==> config.mk <==
export PLATFORM = sky130hd
export DESIGN_NAME = scl_timing_gen
export DESIGN_NICKNAME = d
export VERILOG_FILES = /design/src/rtl/sclk_pkg.sv /design/src/rtl/sclk_div_latch.sv /design/src/rtl/sclk_phase_ctr.sv /design/src/rtl/scl_timing_gen.sv
export SDC_FILE = /design/constraint.sdc
export NUM_CORES = 1
export LEC_CHECK = 0
export BUFFER_PORTS_ARGS = -buffer_cell sky130_fd_sc_hd__buf_2
export CAP_MARGIN = 20
export CORE_ASPECT_RATIO = 1.75
export CORE_MARGIN = 2
export CORE_UTILIZATION = 30
export DETAILED_ROUTE_END_ITERATION = 6
export PLACE_DENSITY_LB_ADDON = 0.1
export SLEW_MARGIN = 20
export SYNTH_ARGS = -nofsm -noshare
export SYNTH_HDL_FRONTEND = slang
export SYNTH_SLANG_ARGS = --single-unit
==> constraint.sdc <==
create_clock -name clk -period 7 [get_ports clk]
set_input_delay 1.4 -clock clk [delete_from_list [all_inputs] [get_ports clk]]
set_output_delay 1.4 -clock clk [all_outputs]
set_load 0.05 [all_outputs]
==> src/rtl/sclk_pkg.sv <==
package sclk_pkg;

    typedef enum logic {
        PH_LOW  = 1'b0,
        PH_HIGH = 1'b1
    } sclk_phase_e;

    typedef struct packed {
        logic low_begin;
        logic sda_upd;
        logic high_begin;
        logic smp;
        logic high_end;
    } sclk_evt_t;

endpackage

==> src/rtl/sclk_div_latch.sv <==
module sclk_div_latch #(
    parameter int unsigned CNT_W = 16
) (
    input  logic             clk,
    input  logic             rst,
    input  logic             load,
    input  logic [2*CNT_W-1:0] div_word,
    output logic [CNT_W-1:0] lo_eff,
    output logic [CNT_W-1:0] hi_eff
);
    localparam logic [CNT_W-1:0] ONE = CNT_W'(1);

    logic [CNT_W-1:0] lo_new, hi_new, lo_q, hi_q;

    // zero counts are promoted to one so the line never stalls
    always_comb begin
        lo_new = (div_word[CNT_W-1:0] == '0) ? ONE : div_word[CNT_W-1:0];
        hi_new = (div_word[2*CNT_W-1:CNT_W] == '0) ? ONE : div_word[2*CNT_W-1:CNT_W];
    end

    always_ff @(posedge clk) begin
        if (rst) begin
            lo_q <= ONE;
            hi_q <= ONE;
        end else if (load) begin
            lo_q <= lo_new;
            hi_q <= hi_new;
        end
    end

    // on the loading cycle the fresh value is already in force
    assign lo_eff = load ? lo_new : lo_q;
    assign hi_eff = load ? hi_new : hi_q;
endmodule

==> src/rtl/sclk_phase_ctr.sv <==
module sclk_phase_ctr
    import sclk_pkg::*;
#(
    parameter int unsigned CNT_W  = 16,
    parameter int unsigned STEPS  = 8,
    localparam int unsigned STEP_W = $clog2(STEPS)
) (
    input  logic              clk,
    input  logic              rst,
    input  logic              clr,
    input  logic              adv,
    input  logic [CNT_W-1:0]  lim_lo,
    input  logic [CNT_W-1:0]  lim_hi,
    output sclk_phase_e       phase,
    output logic [STEP_W-1:0] step,
    output logic [CNT_W-1:0]  cnt
);
    localparam logic [STEP_W-1:0] LAST_STEP = STEP_W'(STEPS - 1);

    logic [CNT_W-1:0] lim;
    logic             step_done;

    assign lim       = (phase == PH_LOW) ? lim_lo : lim_hi;
    assign step_done = (cnt == lim - CNT_W'(1));

    always_ff @(posedge clk) begin
        if (rst || clr) begin
            phase <= PH_LOW;
            step  <= '0;
            cnt   <= '0;
        end else if (adv) begin
            if (step_done) begin
                cnt <= '0;
                if (step == LAST_STEP) begin
                    step  <= '0;
                    phase <= (phase == PH_LOW) ? PH_HIGH : PH_LOW;
                end else begin
                    step <= step + STEP_W'(1);
                end
            end else begin
                cnt <= cnt + CNT_W'(1);
            end
        end
    end
endmodule

==> src/rtl/scl_timing_gen.sv <==
module scl_timing_gen
    import sclk_pkg::*;
#(
    parameter int unsigned CNT_W = 16,
    parameter int unsigned STEPS = 8
) (
    input  logic               clk,
    input  logic               rst,
    input  logic               enable,
    input  logic [2*CNT_W-1:0] div_word,
    input  logic               hold,
    input  logic               scl_in,
    output logic               scl_out,
    output logic               sda_upd,
    output logic               smp_strobe,
    output logic               low_begin,
    output logic               high_begin,
    output logic               high_end
);
    localparam int unsigned STEP_W = $clog2(STEPS);
    localparam logic [STEP_W-1:0] MID_STEP  = STEP_W'(STEPS / 2);
    localparam logic [STEP_W-1:0] LAST_STEP = STEP_W'(STEPS - 1);

    sclk_phase_e       phase;
    logic [STEP_W-1:0] step;
    logic [CNT_W-1:0]  cnt;
    logic [CNT_W-1:0]  lo_eff, hi_eff;
    logic              at_low_start, stretched, adv;
    sclk_evt_t         evt;

    assign at_low_start = (phase == PH_LOW) && (step == '0) && (cnt == '0);
    assign stretched    = (phase == PH_HIGH) && !scl_in;
    assign adv          = enable && !hold && !stretched;

    sclk_div_latch #(.CNT_W(CNT_W)) u_div (
        .clk      (clk),
        .rst      (rst),
        .load     (adv && at_low_start),
        .div_word (div_word),
        .lo_eff   (lo_eff),
        .hi_eff   (hi_eff)
    );

    sclk_phase_ctr #(.CNT_W(CNT_W), .STEPS(STEPS)) u_ctr (
        .clk    (clk),
        .rst    (rst),
        .clr    (!enable),
        .adv    (adv),
        .lim_lo (lo_eff),
        .lim_hi (hi_eff),
        .phase  (phase),
        .step   (step),
        .cnt    (cnt)
    );

    always_comb begin
        evt            = '0;
        evt.low_begin  = at_low_start;
        evt.sda_upd    = (phase == PH_LOW) && (step == '0) && (cnt == lo_eff - CNT_W'(1));
        evt.high_begin = (phase == PH_HIGH) && (step == '0) && (cnt == '0);
        evt.smp        = (phase == PH_HIGH) && (step == MID_STEP) && (cnt == '0);
        evt.high_end   = (phase == PH_HIGH) && (step == LAST_STEP) && (cnt == hi_eff - CNT_W'(1));
        if (!adv) evt = '0;
    end

    assign scl_out    = !enable || (phase == PH_HIGH);
    assign sda_upd    = evt.sda_upd;
    assign smp_strobe = evt.smp;
    assign low_begin  = evt.low_begin;
    assign high_begin = evt.high_begin;
    assign high_end   = evt.high_end;
endmodule

==> impl_metrics.yaml <==
clocking:
  h-tree-depth: 2
  cts-root-buf: "clkbuf_16"
  ctsResizeCount: 0
  clock-sinks: 52
  clk_pin_slew_ns: 0.07
  cts_buffers: 5
  insertion_delay_ns: 0.31
  clockBufferDepth: 2
  post-cts-setup-buffers: 0
  cts_tree: "done"
  ctsHoldBuffers: 0
cells_and_area:
  fillers: 1650
  utilization: 0.333
  finalNetCount: 633
  seq_area_um2: 1040
  syn2layout_area_growth_pct: 9.96
  diodes: 0
  multiInputGateArea_um2: 3310
  drive_gt1_frac: 0.185
worst_setup_path:
  r2r_setup_slack_ns: 1.76
  crit_required_ns: 5.60
  cp_max_fo: 13
  rr_endpoint: "u_ctr.step[2]$_SDFFE_PP0P_"
  endpoint_kind: "output port"
  critPathKind: "in2out"
  ff2ff_path_depth: 18
  setup.worst_path.start: "hold"
  cp.arrival_ns: 4.68
  reg2reg_from: "u_ctr.cnt[0]$_SDFFE_PP0P_"
  start_kind: "input port"
timing:
  period_share: 0.868
  rsz0062_at_grt: "no"
  setup_tns_ns: 0
  relSlewSlack: 0.368
  setup_violations: 0
  period_minus_slack_ns: 6.08
  layout_setup_ws_ns: 0.925
  fmax_ghz: 0.165
  fin_skew_ns: 0.00902
  whs_ns: 0.480
  hold_violations: 0
  worst_slew_pin_slew_ns: 0.948
  slew_violations: 0
min_path:
  hold_depth: 2
  min_path_type: "reg2reg"
  hold_start: "u_ctr.step[1]$_SDFFE_PP0P_"
  worstHoldEndpoint: "u_ctr.step[1]$_SDFFE_PP0P_"
grt:
  grt_overflow: 0
  grt_pass1_vias: 4400
  grt_first_pass_wirelength_um: 25500
  grt_max_degree: 35
  track_usage: 0.203
  antenna_found_initial: 0
yosys:
  synth.area.top_cells: "dfxtp_1 (23%), xnor2_1 (8.1%), mux2i_1 (7.6%), xor2_1 (5.3%), nor2_1 (4.8%)"
  synth.distinct_cells: 83
  ys_ff_latch: 52
  syn-instance-count: 566
  synth_ff_type: "dfxtp_1"
  synth_common_cells: "nor2_1 (59), dfxtp_1 (52), xnor2_1 (43)"
  ys_warn_count: 0
  ys_seq_area_frac: 0.225
  syn_nets: 611
  yosysTopAreaCell: "dfxtp_1"
  synth_most_common_cell: "nor2_1"
  post-synth-top-area-fraction: 0.225
  synth_async_sr_flop_share: 0
  synth_edf_count: 0
  syn_area_per_cell_um2: 8.17
  syn_area_um2: 4620
power_and_ir_drop:
  vdd_drop_max_mv: 0.115
  power_leakage_nw: 2.04
  p_total_w: 0.000824
  power.density_nw_per_um2: 162
detailed_routing:
  wl_um: 17000
  vias: 4464
  post_drt_via_cell_ratio: 5.76
  drtIter0Drc: 233
  drcViolationCount: 0
  wl_per_cell_um: 21.9
  detail_route.first_pass.iterations: 5
  drt.antenna.violating_nets: 0
floorplanning:
  placementRows: 60
  initial_utilization: 0.303
  dieArea_um2: 16500
  die_h_um: 168
  core_area_um2: 15200
  io-pin-count: 43
  die_w_um: 97.8
run:
  cap_violations: 0
place:
  port-buffer-count: 42
  preCtsSetupSlack_ns: 0.918
  gp_congestion: 0.970
  dp_hpwl_um: 13400
status:
  outcome: "finished, final reports clean"
## kinds of logic (layout without fill, tap and decap cells)
| group | count (synthesis) | in the layout | synth area share |
|---|---|---|---|
| fa+ha+maj | 8 | 8 | 0.0217 |
| buf+inv | 53 | 76 | 0.0609 |
| compound gates | 98 | 98 | 0.169 |
| xor+xnor | 71 | 71 | 0.135 |
| flops | 52 | 52 | 0.225 |
| simple gates | 243 | 243 | 0.298 |
| mux | 41 | 41 | 0.0904 |
## sequential cells by signal, indices dropped and copies added (netlist names)
signal,flops
u_ctr.step,3
u_div.hi_q,16
u_div.lo_q,16
u_ctr.cnt,16
u_ctr.phase,1
## worst max-delay path: stages
cell	delay, ns
buf_2	0.11
nor4b_2	0.30
and2_1	0.21
nand2_2	0.24
mux2i_1	0.38
ha_1	0.25
o21ai_0	0.20
nor4_1	0.24
buf_4	0.19
nand2_1	0.07
nor4_1	0.27
a21o_1	0.11
nand3_1	0.09
a2111oi_2	0.27
buf_2	0.32
## layout make-up
class / count / share of cell area
inverters: 13 / 0.00960
repair buffers: 55 / 0.0606
clock buffers: 5 / 0.0246
well taps: 186 / 0.0458
clock inverters: 3 / 0.00419
flip-flops and latches: 52 / 0.205
multi-input cells: 461 / 0.650
## per-stage QoR
step	area (um2)	cells
2_1_floorplan	4630	566
3_3_place_gp	4940	767
3_5_place_dp	4940	767
4_1_cts	5080	775
5_1_grt	5080	775
6_report	5080	775
## worst max-delay path by stage
stage,depth (start not counted),endpoint
after CTS,15,sda_upd
after global routing,16,sda_upd
final,15,sda_upd
after floorplan,16,sda_upd
after global placement,15,sda_upd
after detailed placement,15,sda_upd
## layer usage
metal | part of all wire | vias to the layer above | track usage | wire length (um)
li1 | - | 2095 | - | -
met1 | 0.38 | 2202 | 0.223 | 6480
met2 | 0.55 | 137 | 0.391 | 9320
met3 | 0.036 | 30 | 0.0178 | 620
met4 | 0.034 | 0 | 0.0827 | 582
met5 | 0 | - | 0 | 0
## layout by cell type (no fill, tap or decap), types with 20 or more instances in the layout
cell	netlist	layout
nor2_1	59	59
dfxtp_1	52	52
xnor2_1	43	43
buf_2	11	42
nand2_1	35	35
mux2i_1	35	35
xor2_1	28	28
nor3_1	23	23
nand3_1	20	20
## power by group
part | total, W | switching [W] | internal, W
combinational | 0.000243 | 0.000146 | 0.0000971
sequential | 0.000318 | 0.0000126 | 0.000305
clock | 0.000264 | 0.000130 | 0.000134
Power figures use the tool's default switching activity.
